[src/rtl/trap_pkg.sv]
package trap_pkg;
  typedef enum logic [2:0] {
    OP_NOP  = 3'd0,
    OP_SWI  = 3'd1,
    OP_IRET = 3'd2,
    OP_CLI  = 3'd3,
    OP_STI  = 3'd4,
    OP_VTWR = 3'd5,
    OP_USER = 3'd6
  } op_e;

  typedef enum logic [3:0] {
    S_IDLE, S_PUSHF, S_PUSHPC, S_VREAD, S_VLOAD,
    S_POPPC, S_POPF, S_RLOAD, S_VTW
  } seq_e;

  localparam int unsigned VEC_INVOP = 6;
  localparam int unsigned VEC_GPF   = 13;
  localparam int unsigned VEC_PGF   = 14;
  localparam int unsigned VEC_ALIGN = 17;

  function automatic int unsigned fault_vector(input logic [1:0] code);
    case (code)
      2'd0:    return VEC_INVOP;
      2'd1:    return VEC_GPF;
      2'd2:    return VEC_PGF;
      default: return VEC_ALIGN;
    endcase
  endfunction
endpackage

[src/rtl/trap_arbiter.sv]
module trap_arbiter
  import trap_pkg::*;
#(
  parameter int unsigned VEC_W  = 5,
  parameter int unsigned DATA_W = 16
) (
  input  logic              valid_i,
  input  op_e               op_i,
  input  logic [VEC_W-1:0]  arg_vec_i,
  input  logic [DATA_W-1:0] instr_pc_i,
  input  logic [DATA_W-1:0] next_pc_i,
  input  logic              fault_i,
  input  logic [1:0]        fault_code_i,
  input  logic              irq_i,
  input  logic [VEC_W-1:0]  irq_vec_i,
  input  logic              sup_i,
  input  logic              ie_i,
  output logic              entry_o,
  output logic [VEC_W-1:0]  entry_vec_o,
  output logic [DATA_W-1:0] entry_ret_o,
  output logic              ret_o,
  output logic              cli_o,
  output logic              sti_o,
  output logic              user_o,
  output logic              vtwr_o
);
  logic priv_op, priv_viol, irq_take;

  assign priv_op   = (op_i == OP_CLI) || (op_i == OP_VTWR) || (op_i == OP_IRET);
  assign priv_viol = priv_op && !sup_i;
  assign irq_take  = irq_i && ie_i;

  always_comb begin
    entry_o     = 1'b0;
    entry_vec_o = '0;
    entry_ret_o = instr_pc_i;
    ret_o       = 1'b0;
    cli_o       = 1'b0;
    sti_o       = 1'b0;
    user_o      = 1'b0;
    vtwr_o      = 1'b0;
    if (valid_i) begin
      if (fault_i) begin
        entry_o     = 1'b1;
        entry_vec_o = VEC_W'(fault_vector(fault_code_i));
      end else if (priv_viol) begin
        entry_o     = 1'b1;
        entry_vec_o = VEC_W'(VEC_GPF);
      end else if (irq_take) begin
        entry_o     = 1'b1;
        entry_vec_o = irq_vec_i;
      end else begin
        case (op_i)
          OP_SWI: begin
            entry_o     = 1'b1;
            entry_vec_o = arg_vec_i;
            entry_ret_o = next_pc_i;
          end
          OP_IRET: ret_o  = 1'b1;
          OP_CLI:  cli_o  = 1'b1;
          OP_STI:  sti_o  = 1'b1;
          OP_USER: user_o = 1'b1;
          OP_VTWR: vtwr_o = 1'b1;
          default: ;
        endcase
      end
    end
  end

  // at most one action per boundary
  always_comb begin
    a_r6_one_action: assert ($onehot0({entry_o, ret_o, cli_o, sti_o, user_o, vtwr_o}))
      else $error("arbiter chose more than one action");
  end
endmodule

[src/rtl/trap_flags.sv]
module trap_flags #(
  parameter int unsigned DATA_W = 16
) (
  input  logic              clk_i,
  input  logic              rst_ni,
  input  logic              enter_i,
  input  logic              restore_i,
  input  logic [DATA_W-1:0] restore_word_i,
  input  logic              cli_i,
  input  logic              sti_i,
  input  logic              user_i,
  output logic              sup_o,
  output logic              ie_o,
  output logic [DATA_W-1:0] word_o
);
  always_ff @(posedge clk_i or negedge rst_ni) begin
    if (!rst_ni) begin
      sup_o <= 1'b1;
      ie_o  <= 1'b0;
    end else if (enter_i) begin
      sup_o <= 1'b1;
      ie_o  <= 1'b0;
    end else if (restore_i) begin
      sup_o <= restore_word_i[1];
      ie_o  <= restore_word_i[0];
    end else begin
      if (cli_i)  ie_o  <= 1'b0;
      if (sti_i)  ie_o  <= 1'b1;
      if (user_i) sup_o <= 1'b0;
    end
  end

  assign word_o = {{(DATA_W-2){1'b0}}, sup_o, ie_o};

  a_r3_entry_privileged: assert property (@(posedge clk_i) disable iff (!rst_ni)
    enter_i |=> sup_o && !ie_o);
  a_r8_restore_flags: assert property (@(posedge clk_i) disable iff (!rst_ni)
    restore_i |=> (sup_o == $past(restore_word_i[1])) && (ie_o == $past(restore_word_i[0])));
endmodule

[src/rtl/trap_stack_seq.sv]
module trap_stack_seq
  import trap_pkg::*;
#(
  parameter int unsigned ADDR_W  = 8,
  parameter int unsigned DATA_W  = 16,
  parameter int unsigned VEC_W   = 5,
  parameter int unsigned VT_BASE = 0
) (
  input  logic              clk_i,
  input  logic              rst_ni,
  input  logic              entry_i,
  input  logic [VEC_W-1:0]  entry_vec_i,
  input  logic [DATA_W-1:0] entry_ret_i,
  input  logic              ret_i,
  input  logic              vtwr_i,
  input  logic [VEC_W-1:0]  vt_idx_i,
  input  logic [DATA_W-1:0] vt_data_i,
  input  logic [DATA_W-1:0] flags_word_i,
  input  logic [DATA_W-1:0] mem_rdata_i,
  output logic              busy_o,
  output logic              enter_o,
  output logic              restore_o,
  output logic [DATA_W-1:0] restore_word_o,
  output logic              pc_load_o,
  output logic [DATA_W-1:0] pc_o,
  output logic              mem_req_o,
  output logic              mem_we_o,
  output logic [ADDR_W-1:0] mem_addr_o,
  output logic [DATA_W-1:0] mem_wdata_o
);
  localparam logic [ADDR_W-1:0] VT_ADDR = ADDR_W'(VT_BASE);

  seq_e              state_q;
  logic [ADDR_W-1:0] sp_q;
  logic [VEC_W-1:0]  vec_q;
  logic [DATA_W-1:0] word_q;
  logic [ADDR_W-1:0] vt_slot;

  assign vt_slot = VT_ADDR + ADDR_W'(vec_q);

  always_ff @(posedge clk_i or negedge rst_ni) begin
    if (!rst_ni) begin
      state_q <= S_IDLE;
      sp_q    <= '0;
      vec_q   <= '0;
      word_q  <= '0;
    end else begin
      case (state_q)
        S_IDLE: begin
          if (entry_i) begin
            vec_q   <= entry_vec_i;
            word_q  <= entry_ret_i;
            state_q <= S_PUSHF;
          end else if (ret_i) begin
            state_q <= S_POPPC;
          end else if (vtwr_i) begin
            vec_q   <= vt_idx_i;
            word_q  <= vt_data_i;
            state_q <= S_VTW;
          end
        end
        S_PUSHF:  begin sp_q <= sp_q - 1'b1; state_q <= S_PUSHPC; end
        S_PUSHPC: begin sp_q <= sp_q - 1'b1; state_q <= S_VREAD;  end
        S_VREAD:  state_q <= S_VLOAD;
        S_POPPC:  begin sp_q <= sp_q + 1'b1; state_q <= S_POPF;   end
        S_POPF: begin
          sp_q    <= sp_q + 1'b1;
          word_q  <= mem_rdata_i;
          state_q <= S_RLOAD;
        end
        default: state_q <= S_IDLE;
      endcase
    end
  end

  always_comb begin
    mem_req_o   = 1'b0;
    mem_we_o    = 1'b0;
    mem_addr_o  = sp_q;
    mem_wdata_o = '0;
    pc_load_o   = 1'b0;
    pc_o        = '0;
    case (state_q)
      S_PUSHF: begin
        mem_req_o = 1'b1; mem_we_o = 1'b1;
        mem_addr_o = sp_q - 1'b1; mem_wdata_o = flags_word_i;
      end
      S_PUSHPC: begin
        mem_req_o = 1'b1; mem_we_o = 1'b1;
        mem_addr_o = sp_q - 1'b1; mem_wdata_o = word_q;
      end
      S_VREAD: begin mem_req_o = 1'b1; mem_addr_o = vt_slot; end
      S_VLOAD: begin pc_load_o = 1'b1; pc_o = mem_rdata_i; end
      S_POPPC, S_POPF: mem_req_o = 1'b1;
      S_RLOAD: begin pc_load_o = 1'b1; pc_o = word_q; end
      S_VTW: begin
        mem_req_o = 1'b1; mem_we_o = 1'b1;
        mem_addr_o = vt_slot; mem_wdata_o = word_q;
      end
      default: ;
    endcase
  end

  assign busy_o         = (state_q != S_IDLE);
  assign enter_o        = (state_q == S_PUSHF);
  assign restore_o      = (state_q == S_RLOAD);
  assign restore_word_o = mem_rdata_i;

  a_r2_push_descends: assert property (@(posedge clk_i) disable iff (!rst_ni)
    (state_q == S_PUSHPC) |-> mem_we_o && (mem_addr_o == $past(mem_addr_o) - 1'b1));
  a_r8_pop_ascends: assert property (@(posedge clk_i) disable iff (!rst_ni)
    (state_q == S_POPF) |-> !mem_we_o && (mem_addr_o == $past(mem_addr_o) + 1'b1));
  a_r11_load_while_busy: assert property (@(posedge clk_i) disable iff (!rst_ni)
    pc_load_o |-> busy_o && $past(busy_o));
endmodule

[src/rtl/trap_seq.sv]
module trap_seq
  import trap_pkg::*;
#(
  parameter int unsigned ADDR_W  = 8,
  parameter int unsigned DATA_W  = 16,
  parameter int unsigned VEC_W   = 5,
  parameter int unsigned VT_BASE = 0
) (
  input  logic              clk_i,
  input  logic              rst_ni,
  input  logic              instr_valid_i,
  input  logic [2:0]        op_i,
  input  logic [VEC_W-1:0]  arg_vec_i,
  input  logic [DATA_W-1:0] arg_data_i,
  input  logic [DATA_W-1:0] instr_pc_i,
  input  logic [DATA_W-1:0] next_pc_i,
  input  logic              fault_i,
  input  logic [1:0]        fault_code_i,
  input  logic              irq_i,
  input  logic [VEC_W-1:0]  irq_vec_i,
  input  logic [DATA_W-1:0] mem_rdata_i,
  output logic              busy_o,
  output logic              pc_load_o,
  output logic [DATA_W-1:0] pc_o,
  output logic              supervisor_o,
  output logic              irq_en_o,
  output logic              mem_req_o,
  output logic              mem_we_o,
  output logic [ADDR_W-1:0] mem_addr_o,
  output logic [DATA_W-1:0] mem_wdata_o
);
  logic              entry, ret, cli, sti, usr, vtwr, enter, restore;
  logic [VEC_W-1:0]  entry_vec;
  logic [DATA_W-1:0] entry_ret, flags_word, restore_word;
  logic              boundary;

  assign boundary = instr_valid_i && !busy_o;

  trap_arbiter #(.VEC_W(VEC_W), .DATA_W(DATA_W)) u_arb (
    .valid_i(boundary), .op_i(op_e'(op_i)), .arg_vec_i(arg_vec_i),
    .instr_pc_i(instr_pc_i), .next_pc_i(next_pc_i),
    .fault_i(fault_i), .fault_code_i(fault_code_i),
    .irq_i(irq_i), .irq_vec_i(irq_vec_i),
    .sup_i(supervisor_o), .ie_i(irq_en_o),
    .entry_o(entry), .entry_vec_o(entry_vec), .entry_ret_o(entry_ret),
    .ret_o(ret), .cli_o(cli), .sti_o(sti), .user_o(usr), .vtwr_o(vtwr)
  );

  trap_flags #(.DATA_W(DATA_W)) u_flags (
    .clk_i, .rst_ni, .enter_i(enter), .restore_i(restore),
    .restore_word_i(restore_word), .cli_i(cli), .sti_i(sti), .user_i(usr),
    .sup_o(supervisor_o), .ie_o(irq_en_o), .word_o(flags_word)
  );

  trap_stack_seq #(.ADDR_W(ADDR_W), .DATA_W(DATA_W), .VEC_W(VEC_W),
                   .VT_BASE(VT_BASE)) u_seq (
    .clk_i, .rst_ni, .entry_i(entry), .entry_vec_i(entry_vec),
    .entry_ret_i(entry_ret), .ret_i(ret), .vtwr_i(vtwr),
    .vt_idx_i(arg_vec_i), .vt_data_i(arg_data_i), .flags_word_i(flags_word),
    .mem_rdata_i, .busy_o, .enter_o(enter), .restore_o(restore),
    .restore_word_o(restore_word), .pc_load_o, .pc_o,
    .mem_req_o, .mem_we_o, .mem_addr_o, .mem_wdata_o
  );

  a_r9_user_mask_blocked: assert property (@(posedge clk_i) disable iff (!rst_ni)
    (boundary && !supervisor_o && !fault_i && op_i == 3'(OP_CLI)) |=> busy_o && $stable(irq_en_o));
  a_r7_masked_irq_ignored: assert property (@(posedge clk_i) disable iff (!rst_ni)
    (boundary && irq_i && !irq_en_o && !fault_i && op_i == 3'(OP_NOP)) |=> !busy_o);
  a_r11_busy_no_flag_ops: assert property (@(posedge clk_i) disable iff (!rst_ni)
    (busy_o && !pc_load_o && !enter) |=> $stable(supervisor_o));
endmodule

[config.mk]
export PLATFORM = sky130hd
export DESIGN_NAME = trap_seq
export DESIGN_NICKNAME = d
export VERILOG_FILES = /design/src/rtl/trap_pkg.sv /design/src/rtl/trap_arbiter.sv /design/src/rtl/trap_flags.sv /design/src/rtl/trap_stack_seq.sv /design/src/rtl/trap_seq.sv
export SDC_FILE = /design/constraint.sdc
export NUM_CORES = 1
export LEC_CHECK = 0
export CAP_MARGIN = 20
export CELL_PAD_IN_SITES_DETAIL_PLACEMENT = 1
export CELL_PAD_IN_SITES_GLOBAL_PLACEMENT = 1
export CORE_ASPECT_RATIO = 0.6
export CORE_MARGIN = 3
export CORE_UTILIZATION = 35
export DETAILED_ROUTE_END_ITERATION = 7
export GPL_ROUTABILITY_DRIVEN = 0
export PLACE_DENSITY = 0.92
export SYNTH_ARGS = -nofsm -noshare
export SYNTH_HDL_FRONTEND = slang
export SYNTH_HIERARCHICAL = 1
export SYNTH_SLANG_ARGS = --single-unit
export TNS_END_PERCENT = 100
[constraint.sdc]
create_clock -name clk_i -period 7.35 [get_ports clk_i]
set_input_delay 1.47 -clock clk_i [delete_from_list [all_inputs] [get_ports clk_i]]
set_output_delay 1.47 -clock clk_i [all_outputs]
set_load 0.01 [all_outputs]
* Word level (Yosys, flattened, before mapping)
Index checks and enable logic that the tools add are counted.
** Storage, ports and cells
- Latch bits :: 0
- ROM bits :: 0
- Memories :: 0
- Output and inout port bits :: 46
- Register bits after elaboration :: 35
- Word-level logic and storage cells :: 118
- Input port bits :: 84
- Memory bits (writable) :: 0
** Operators by class
- Add/sub/neg operators :: 2
- Muxes and demuxes :: 66
- Shift-type cells :: 0
- $lt $le $gt $ge :: 0
- Multiply operators :: 0
- Divide/modulo/power cells :: 0
- Bitwise operators :: 0
- Reduce and logical (&&, ||, !) cells :: 24
- Eq/ne operators :: 20
** Operators with widths (count)
- two-way mux 16 bit :: 8
- one-hot mux 16 bit (2 select lines) :: 3
- two-way mux 1 bit :: 40
- two-way mux 5 bit :: 8
- one-hot mux 8 bit (2 select lines) :: 2
- one-hot mux 4 bit (6 select lines) :: 1
- == test 4 x 3 -> 1 bit (second input constant) :: 4
- one-hot mux 5 bit (3 select lines) :: 1
- two-way mux 4 bit :: 3
- OR reduction 2 bit :: 5
- == test 3 bit (second input constant) :: 3
- adder 8 x 1 -> 8 bit (second input constant) :: 1
- == test 4 x 2 -> 1 bit (second input constant) :: 2
- nonzero test 4 bit :: 2
- subtractor 8 x 1 -> 8 bit (second input constant) :: 1
- == test 3 x 2 -> 1 bit (second input constant) :: 2
- != test 3 bit (second input constant) :: 2
- AND reduction 3 bit :: 2
- nonzero test 2 bit :: 3
- OR reduction 6 bit :: 1
- == test 4 x 1 -> 1 bit (second input constant) :: 1
- == test 4 bit (second input constant) :: 1
- logical NOT 4 bit :: 1
- != test 4 bit (second input constant) :: 1
- 10 further kinds :: 14

* Longest topological paths before layout
Gate-level depths: netlist of run 1.
- Depth after elaboration :: 11
- Depth in mapped cells :: 12
- Depth with buffers taken out :: 10

* Cells and area by module
Netlist of run 1, hierarchy kept.
** By module, submodules not included
- trap_stack_seq :: times used 1, cells an instance 292, area each 2651.3 um2, seq. area each 825.8 um2
- trap_arbiter :: times used 1, cells an instance 65, area each 565.5 um2, seq. area each 0.0 um2
- trap_flags :: times used 1, cells an instance 25, area each 211.5 um2, seq. area each 51.3 um2
- trap_seq :: times used 1, cells an instance 1, area each 13.8 um2, seq. area each 0.0 um2

* Worst setup path before layout of run 1
No wires, ideal clock.
- Kind :: in2reg
- Start point :: input port instr_valid_i
- End point :: register u_seq.word_q[11]
- Library setup time :: 136 ps
- Arrival :: 3416 ps
- Setup slack :: 3798 ps
- Stages :: 9
- Cells stage by stage :: nor2b_4 > nor2b_1 > nand3_1 > nor4b_1 > nor2b_1 > o21ai_4 > buf_2 > mux2i_1 > o21ai_0
** On the way
- Longest elaborated chain between the ends :: 4
- Elaborated cells on any way between the ends :: 10
- Classes of those cells :: eq/ne (2); mux (6); reduce/logical (2)
** RTL lines
- start, declared :: line trap_seq.sv:11 : input logic instr_valid_i,
- logical AND 1 bit :: line trap_seq.sv:37 : assign boundary = instr_valid_i && !busy_o;
- two-way mux 1 bit :: line trap_arbiter.sv:42 : if (valid_i) begin
- via ret :: line trap_seq.sv:32 : logic entry, ret, cli, sti, usr, vtwr, enter, restore;
- != test 3 bit (no source line)
- AND reduction 3 bit (no source line)
- end signal, assigned :: line trap_stack_seq.sv:52 : word_q <= entry_ret_i;
- end signal, assigned :: line trap_stack_seq.sv:58 : word_q <= vt_data_i;
- end signal, assigned :: line trap_stack_seq.sv:68 : word_q <= mem_rdata_i;
- end, declared :: line trap_stack_seq.sv:36 : logic [DATA_W-1:0] word_q;
The timed path passes the listed nets, and every way through them passes these cells.
A chain may end at the register's enable or synchronous reset.

* Worst setup path after layout of run 1
- Start point :: input port op_i[1]
- End point :: register u_seq.word_q[3]
** On the way
- Longest elaborated chain between the ends :: 9
- Elaborated cells on any way between the ends :: 32
- Classes of those cells :: eq/ne (6); mux (22); reduce/logical (4)
** RTL lines
- start, declared :: line trap_seq.sv:12 : input logic [2:0] op_i,
- == test 3 x 2 -> 1 bit / == test 3 bit (equally long branches) :: line trap_arbiter.sv:29 : assign priv_op = (op_i == OP_CLI) || (op_i == OP_VTWR) || (op_i == OP_IRET);
- logical OR 1 bit (2 in a row) :: line trap_arbiter.sv:29
- logical AND 1 bit :: line trap_arbiter.sv:30 : assign priv_viol = priv_op && !sup_i;
- two-way mux 1 bit (*) :: line trap_arbiter.sv:46 : end else if (priv_viol) begin
- two-way mux 1 bit (*) :: line trap_arbiter.sv:43 : if (fault_i) begin
- two-way mux 1 bit (*) :: line trap_arbiter.sv:42
- via entry :: line trap_seq.sv:32
- != test 3 bit (no source line) / two-way mux 16 bit (equally long branches)
- AND reduction 3 bit (no source line) / one-hot mux 16 bit (2 select lines) (equally long branches)
Mark *: on every way through the listed nets, which the timed path passes. The rest lies on a longest branch.

==> flow_metrics.py, run 1 <==
metrics = {
    "power_and_ir_drop": {
        "p_leak_uw": 0.00198,
        "power.total_uw": 1690,
        "power.density_nw_per_um2": 355,
        "peakVddDrop_mv": 0.160,
    },
    "drt": {
        "drc": 0,
        "drt-wirelength-per-cell_um": 19.4,
        "drt_wl_total_mm": 11.8,
        "postRouteAntennaNets": 0,
        "dr.pass1.iters": 4,
        "vias": 3335,
        "vias_per_cell": 5.50,
        "dr.first_iter.drc_count": 191,
    },
    "timing": {
        "tightest_slew_ns": 0.948,
        "slew_headroom_pct": 36.5,
        "hold_viol": 0,
        "period_needed_ns": 4.39,
        "period_share_pct": 59.7,
        "fin_tns_setup_ns": 0,
        "skew_ns": 0.00347,
        "setup_violations": 0,
        "max_freq_ghz": 0.228,
        "drv_slew": 0,
        "rsz0062_at_grt": "false",
    },
    "yosys": {
        "synth_area_per_cell_um2": 9.04,
        "syn_inst": 369,
        "syn-cell-area_um2": 3340,
        "yosys_warnings": 6,
    },
    "worst_setup_path": {
        "slowest_stage": "o21ai_4",
        "cp_cell_sequence": "clkdlybuf4s50_1 -> nor3b_1 -> nor3_1 -> a21oi_4 -> o21ai_4 -> mux2i_1 -> o21ai_0",
        "required_ns": 7.50,
        "r2r-start": "u_seq/state_q[2]",
        "cp.arrival_ns": 4.54,
        "crit_type": "input pin to flop",
        "crit_path_max_incr_delay_ns": 0.86,
        "end_kind": "flop",
        "rrSetupSlack_ns": 3.26,
        "cp_max_fo": 26,
        "r2r-end": "u_seq/word_q[3]",
        "r2r_cells": 10,
        "crit_path_start_kind": "input pin",
    },
    "die": {
        "fp-row-count": 26,
        "initial_utilization_pct": 37.6,
        "die_h_um": 81.6,
        "num_io_pins": 130,
        "die_area_um2": 10800,
        "core-area_um2": 8880,
        "die_x_um": 132,
    },
    "worst_hold_path": {
        "hold-path-cell-count": 1,
        "min_to": "u_seq/sp_q[7]",
        "hold_start": "u_seq/sp_q[7]",
        "hold_path.class": "flop to flop",
    },
    "placement": {
        "place.port_buffers": 129,
        "dp_hpwl_mm": 8.99,
    },
    "cts": {
        "cts_tree": "done",
        "clkTransAtPathRegs_ns": 0.06,
        "clkLatencyLatePin_ns": 0.28,
        "cts_buffer_depth": 2,
        "clkSinkCount": 35,
        "cts_buffers": 5,
        "h-tree-depth": 2,
        "cts_hold_buf": 0,
        "root_buffer": "clkbuf_16",
        "post-cts-setup-buffer-count": 0,
        "ctsResizeCount": 0,
    },
    "status": {
        "status": "finished clean",
    },
    "layout": {
        "diodes": 0,
        "nets": 569,
        "area_growth_pct": 43.3,
        "drive_above_1_share_pct": 12.1,
    },
    "global_route": {
        "antenna_found_initial": 0,
        "grt_max_degree": 36,
        "grt_first_pass_wirelength_mm": 19.1,
        "gr-total-overflow": 0,
        "grt_pass1_vias": 3619,
        "grt_usage_pct": 21.8,
    },
    "run": {
        "maxCapViolations": 0,
    },
}
worst max-delay path by stage:
stage                   from                to  cells after the start
2_1_floorplan  instr_valid_i  u_seq/word_q[11]                      9
3_3_place_gp         op_i[1]  u_seq/word_q[14]                      7
3_5_place_dp   instr_valid_i   u_seq/word_q[3]                      9
4_1_cts        instr_valid_i   u_seq/word_q[3]                      9
5_1_grt        instr_valid_i   u_seq/word_q[4]                      9
6_report             op_i[1]   u_seq/word_q[3]                      7
metrics by stage:
stage	utilization (%)	instance area (µm²)	setup WS [ns]	hold WS, ns	cells
CTS	53.8	4780	2.99	0.495	606
global placement	51.6	4580	2.93	0.473	596
floorplan	-	3390	3.80	0.450	382
global route	53.8	4780	2.63	0.527	606
detailed placement	51.9	4610	2.72	0.485	598
finish	53.8	4780	2.96	0.493	606
per-layer routing:
| metal | part of all wire [%] | track usage (%) | vias up |
|---|---|---|---|
| met3 | 7.0 | 5.32 | 8 |
| met2 | 47 | 37.3 | 121 |
| met5 | 0 | 0 | - |
| met1 | 45 | 28.1 | 1656 |
| met4 | 1.0 | 5.24 | 0 |
| li1 | - | - | 1550 |
cell type report:
type / count / area [µm²]
fillers: 1019 / 4100
multi-input cells: 294 / 2210
repair buffers: 133 / 1320
flip-flops and latches: 35 / 877
well taps: 126 / 158
clock buffers: 6 / 139
inverters: 10 / 37.5
clock inverters: 2 / 35.0
registers in the layout, summed over array words and instances (netlist names):
name and count:
u_flags/sup_o 1, u_seq/vec_q 5, u_seq/sp_q 8, u_seq/state_q 4, u_flags/ie_o 1, u_seq/word_q 16
report_power, final:
group / total [µW] / leakage [µW] / switching, µW / internal (µW)
combinational: 992 / 0.00146 / 489 / 503
sequential: 451 / 0.000433 / 164 / 287
clock: 251 / 0.0000868 / 82.8 / 169
cells in the final DEF (no fill, tap or decap), drive strengths merged, types with 7 or more instances in the layout:
| master | instances |
|---|---|
| a21oi | 7 |
| a22o | 32 |
| clkdlybuf4s50 | 128 |
| conb | 14 |
| dfrtp | 34 |
| inv | 10 |
| mux2 | 32 |
| mux2i | 21 |
| nand2 | 33 |
| nand3 | 7 |
| nor2 | 21 |
| nor3 | 7 |
| o21ai | 34 |
| xnor2 | 8 |
critical path: cells and delay by family:
family / cells / cell delay [ns]
muxes: 1 / 0.28
AOI/OAI and AO/OA: 3 / 1.36
buffers and inverters: 1 / 0.56
and+or+nand+nor: 2 / 0.83
(Power assumes the default switching activity.)
==> run 2, diff against run 1 <==
--- a/config.mk
+++ b/config.mk
@@ -10,10 +10,10 @@
 export CELL_PAD_IN_SITES_GLOBAL_PLACEMENT = 1
 export CORE_ASPECT_RATIO = 0.6
 export CORE_MARGIN = 3
-export CORE_UTILIZATION = 35
+export CORE_UTILIZATION = 30
 export DETAILED_ROUTE_END_ITERATION = 7
 export GPL_ROUTABILITY_DRIVEN = 0
-export PLACE_DENSITY = 0.92
+export PLACE_DENSITY = 0.85
 export SYNTH_ARGS = -nofsm -noshare
 export SYNTH_HDL_FRONTEND = slang
 export SYNTH_HIERARCHICAL = 1
==> constraint.sdc (replaced) <==
create_clock -name clk_i -period 3.75 [get_ports clk_i]
set_input_delay 0.75 -clock clk_i [delete_from_list [all_inputs] [get_ports clk_i]]
set_output_delay 0.75 -clock clk_i [all_outputs]
set_load 0.01 [all_outputs]
==> flow_metrics.py, run 2 (synthesis results as in run 1) <==
metrics = {
    "status": {
        "status": "finished clean",
    },
    "global_route": {
        "grt_usage_pct": 19.3,
        "grt_pass1_vias": 3606,
        "grt_max_degree": 36,
        "grt_first_pass_wirelength_mm": 19.1,
        "antenna_found_initial": 0,
        "gr-total-overflow": 0,
    },
    "cts": {
        "post-cts-setup-buffer-count": 0,
        "cts_tree": "done",
        "cts_buffers": 5,
        "root_buffer": "clkbuf_16",
        "h-tree-depth": 2,
        "clkSinkCount": 35,
        "cts_buffer_depth": 2,
        "cts_hold_buf": 0,
        "clkTransAtPathRegs_ns": 0.06,
        "clkLatencyLatePin_ns": 0.28,
        "ctsResizeCount": 0,
    },
    "drt": {
        "postRouteAntennaNets": 0,
        "drt-wirelength-per-cell_um": 18.8,
        "wl_met2_mm": 5.67,
        "wl_met3_um": 659,
        "topRoutingLayerUsed": "met4",
        "dr.first_iter.drc_count": 154,
        "vias": 3307,
        "drc": 0,
        "wl_met1_mm": 5.32,
        "drt_wl_total_mm": 11.8,
        "vias_per_cell": 5.27,
        "dr.pass1.iters": 4,
    },
    "layout": {
        "regMostFlops": "u_seq/word_q",
        "fin_area_um2": 4840,
        "largestRegisters": "u_seq/word_q: 16 flops, u_seq/sp_q: 8 flops, u_seq/vec_q: 5 flops",
        "nets": 578,
        "layout_commonest_cell": "clkdlybuf4s50_1",
        "final_cell_mix": "clkdlybuf4s50_1 (128), dfrtp_1 (34), nand2_1 (33)",
        "area_growth_pct": 45.0,
        "largest_reg_flops": 16,
        "stdcell_count": 628,
        "diodes": 0,
        "drive_above_1_share_pct": 13.5,
        "fillers": 1237,
    },
    "worst_setup_path": {
        "rrSetupSlack_ns": 0.56,
        "r2r-start": "u_seq/state_q[3]",
        "worstSetupEndpoint": "mem_addr_o[1]",
        "required_ns": 3.00,
        "cp_max_fo": 14,
        "r2r_cells": 12,
        "crit_type": "flop to primary output",
        "end_kind": "primary output",
        "r2r-end": "u_seq/vec_q[0]",
        "crit_path_start_kind": "flop",
        "cp.arrival_ns": 2.72,
        "crit_start": "u_seq/state_q[3]",
    },
    "run": {
        "maxCapViolations": 0,
    },
    "die": {
        "die_x_um": 142,
        "core-area_um2": 10700,
        "die_h_um": 87.7,
        "initial_utilization_pct": 31.2,
        "num_io_pins": 130,
        "die_area_um2": 12500,
        "fp-row-count": 29,
    },
    "worst_hold_path": {
        "hold_path.class": "flop to flop",
        "hold_start": "u_seq/sp_q[7]",
    },
    "placement": {
        "place.port_buffers": 129,
        "postPlaceCellArea_um2": 4680,
        "dp.cells": 620,
        "dp_hpwl_mm": 9.10,
    },
    "timing": {
        "slew_headroom_pct": 41.9,
        "setup_violations": 0,
        "drv_slew": 0,
        "hold_viol": 0,
        "fin_tns_setup_ns": 0,
        "skew_ns": 0.00446,
        "rsz0062_at_grt": "false",
        "period_share_pct": 92.5,
        "max_freq_ghz": 0.288,
        "tightest_slew_ns": 0.871,
        "period_needed_ns": 3.47,
        "hold_slack_ns": 0.492,
    },
    "power_and_ir_drop": {
        "p_clk_share_pct": 13.5,
        "power.total_uw": 3270,
        "p_switching_uw": 1410,
        "peakVddDrop_mv": 0.215,
        "p_leak_uw": 0.00202,
        "switching_share_pct": 43.2,
        "power.density_nw_per_um2": 676,
        "p_int_uw": 1860,
        "power_frac_seq_pct": 24.2,
        "combPwrFrac_pct": 62.3,
    },
}
run 2: cell types whose count changed in the layout (fill, tap and decap cells not counted):
cell	change
buf_4	+11
buf_6	-2
clkbuf_8	+1
clkbuf_1	+1
bufinv_16	-1
clkinv_2	-1
run 2: power groups by stage:
stage	combinational, µW	sequential, µW	clock [µW]
floorplan	1260	686	0
global placement	1980	776	0
detailed placement	2040	800	0
finish	2040	792	442
global route	2230	822	472
CTS	2060	795	455
run 2: metal layers:
| metal | vias to the layer above | global-route usage [%] |
|---|---|---|
| met5 | - | 0 |
| met4 | 0 | 4.18 |
| met3 | 10 | 3.82 |
| met2 | 101 | 33.4 |
| met1 | 1634 | 25.1 |
| li1 | 1562 | - |
run 2: critical path: stages (launching register included):
cell and delay [ns]:
dfrtp_1 0.65, or3b_1 0.42, a21oi_1 0.47, a22oi_1 0.19
o21ai_0 0.13, clkdlybuf4s50_1 0.57
run 2: how the worst min path moves through the flow:
stage,cells past startpoint,to
global route,1,u_seq/sp_q[7]
CTS,1,u_seq/sp_q[7]
floorplan,0,u_flags/ie_o
detailed placement,1,u_seq/sp_q[7]
finish,1,u_seq/sp_q[7]
global placement,1,u_seq/sp_q[7]
run 2: per-stage QoR:
step | util, % | setup slack (ns)
6_report | 45.2 | 0.281
2_1_floorplan | - | 0.667
5_1_grt | 45.2 | 0.0479
3_5_place_dp | 43.8 | 0.203
4_1_cts | 45.2 | 0.254
3_3_place_gp | 43.8 | 0.398
run 2: final cells by class:
| type | count | area (µm²) | area share (%) |
|---|---|---|---|
| multi-input cells | 294 | 2210 | 45.7 |
| well taps | 139 | 174 | 3.59 |
| clock buffers | 8 | 156 | 3.23 |
| flip-flops and latches | 35 | 877 | 18.1 |
| inverters | 10 | 37.5 | 0.776 |
| repair buffers | 142 | 1380 | 28.6 |
==> run 3, diff against run 2 <==
--- a/config.mk
+++ b/config.mk
@@ -13,7 +13,7 @@
 export CORE_UTILIZATION = 30
 export DETAILED_ROUTE_END_ITERATION = 7
 export GPL_ROUTABILITY_DRIVEN = 0
-export PLACE_DENSITY = 0.85
+export PLACE_DENSITY_LB_ADDON = 0.1
 export SYNTH_ARGS = -nofsm -noshare
 export SYNTH_HDL_FRONTEND = slang
 export SYNTH_HIERARCHICAL = 1
==> flow_metrics.py, run 3 (synthesis results as in run 1) <==
metrics = {
    "status": {
        "status": "finished clean",
    },
    "cts": {
        "cts_buffer_depth": 2,
        "h-tree-depth": 2,
        "post-cts-setup-buffer-count": 0,
        "cts_hold_buf": 0,
        "clkTransAtPathRegs_ns": 0.06,
        "clkLatencyLatePin_ns": 0.28,
        "clkSinkCount": 35,
        "cts_buffers": 5,
        "ctsResizeCount": 0,
        "root_buffer": "clkbuf_16",
        "cts_tree": "done",
    },
    "worst_hold_path": {
        "min_to": "u_seq/sp_q[7]",
        "hold-path-cell-count": 1,
        "hold_start": "u_seq/sp_q[7]",
        "hold_path.class": "flop to flop",
    },
    "power_and_ir_drop": {
        "p_leak_uw": 0.00201,
        "power.density_nw_per_um2": 672,
        "peakVddDrop_mv": 0.242,
    },
    "timing": {
        "period_needed_ns": 3.39,
        "slew_headroom_pct": 41.1,
        "hold_viol": 0,
        "hold_slack_ns": 0.512,
        "tightest_slew_ns": 0.883,
        "max_freq_ghz": 0.295,
        "rsz0062_at_grt": "false",
        "fin_tns_setup_ns": 0,
        "skew_ns": 0.00704,
        "drv_slew": 0,
        "setup_violations": 0,
        "period_share_pct": 90.3,
    },
    "die": {
        "core-area_um2": 10700,
        "die_h_um": 87.7,
        "num_io_pins": 130,
        "die_x_um": 142,
        "initial_utilization_pct": 31.2,
        "fp-row-count": 29,
        "die_area_um2": 12500,
    },
    "layout": {
        "utilization_pct": 45.1,
        "largestRegisters": "u_seq/word_q: 16 flops, u_seq/sp_q: 8 flops, u_seq/vec_q: 5 flops",
        "fillers": 1219,
        "drive_above_1_share_pct": 12.9,
        "nets": 576,
        "seq_area_um2": 877,
        "multi_input_area_um2": 2210,
        "regMostFlops": "u_seq/word_q",
        "final_cell_mix": "clkdlybuf4s50_1 (128), dfrtp_1 (34), nand2_1 (33)",
        "area_growth_pct": 44.8,
        "layout_commonest_cell": "clkdlybuf4s50_1",
        "largest_reg_flops": 16,
        "diodes": 0,
    },
    "drt": {
        "vias": 3273,
        "drt-wirelength-per-cell_um": 18.9,
        "vias_per_cell": 5.23,
        "dr.first_iter.drc_count": 152,
        "postRouteAntennaNets": 0,
        "dr.pass1.iters": 4,
        "drc": 0,
        "drt_wl_total_mm": 11.9,
    },
    "worst_setup_path": {
        "slowest_stage": "dfrtp_1",
        "cp_cell_sequence": "or3b_1 -> a21oi_1 -> a22oi_1 -> o21ai_0 -> clkdlybuf4s50_1",
        "rrSetupSlack_ns": 0.40,
        "path_buf_inv": 1,
        "r2r-end": "u_seq/word_q[5]",
        "required_ns": 3.00,
        "end_kind": "primary output",
        "cp_max_fo": 14,
        "crit_type": "flop to primary output",
        "crit_path_max_incr_delay_ns": 0.64,
        "cp.arrival_ns": 2.64,
        "r2r-start": "u_seq/state_q[3]",
        "r2r_cells": 11,
        "crit_path_start_kind": "flop",
        "cp_top_family": "compound AO/OA/AOI/OAI gates",
    },
    "global_route": {
        "grt_first_pass_wirelength_mm": 18.7,
        "gr-total-overflow": 0,
        "grt_max_degree": 36,
        "antenna_found_initial": 0,
        "grt_usage_pct": 18.9,
        "grt_pass1_vias": 3437,
    },
    "run": {
        "maxCapViolations": 0,
    },
    "placement": {
        "place.port_buffers": 129,
        "dp_hpwl_mm": 9.02,
    },
}
-- run 3: cell types whose count changed in the layout (fill, tap and decap cells not counted) --
cell | previous run | this run
buf_12 | 0 | 2
clkbuf_1 | 1 | 2
clkbuf_8 | 2 | 0
clkinv_2 | 0 | 1
buf_4 | 13 | 9
-- run 3: layout make-up --
class	count	area share, %
timing repair buffer	140	28.9
tap	139	3.60
clock inverter	1	0.104
sequential	35	18.2
multi-input combinational	294	45.8
clock buffer	7	2.75
inverter	10	0.777
-- run 3: where the power goes --
group	leakage, µW	internal (µW)	switching [µW]
Sequential	0.000433	565	244
Combinational	0.00151	1010	1020
Clock	0.0000679	245	155
-- run 3: layer usage --
metal	up-vias	part of all wire (%)	global-route usage (%)
li1	1565	-	-
met1	1617	50	26.9
met2	84	44	30.1
met3	7	5.2	3.98
met4	0	0.56	3.40
met5	-	0	0
-- run 3: worst reg2reg max path, cell delays in order, from the launching register on --
cell and delay [ns]:
dfrtp_1 0.55, nor4_4 0.29, inv_1 0.19, nor2b_4 0.19
nor2b_1 0.22, nand3_1 0.15, nor4b_1 0.60, nor2b_1 0.16
o21ai_4 0.31, buf_12 0.22, mux2i_1 0.22, o21ai_0 0.10
-- run 3: how the worst max path moves through the flow --
stage                       end  slack, ns        startpoint  cells after the start
2_1_floorplan  u_seq/word_q[11]       0.67  u_seq/state_q[1]                     12
3_3_place_gp   u_seq/word_q[10]       0.33     instr_valid_i                     10
3_5_place_dp    u_seq/word_q[5]       0.19           op_i[1]                      9
4_1_cts           mem_addr_o[1]       0.35  u_seq/state_q[3]                      5
5_1_grt         u_seq/word_q[5]       0.11  u_seq/state_q[3]                     11
6_report          mem_addr_o[1]       0.36  u_seq/state_q[3]                      5
-- run 3: per-stage QoR --
step,cell area (µm²),worst slack [ns],power (µW),instances
after floorplan,3390,0.667,1950,382
after global placement,4690,0.330,2790,618
after detailed placement,4690,0.189,2850,618
after CTS,4830,0.346,3280,626
after global routing,4830,0.105,3510,626
final,4830,0.363,3250,626
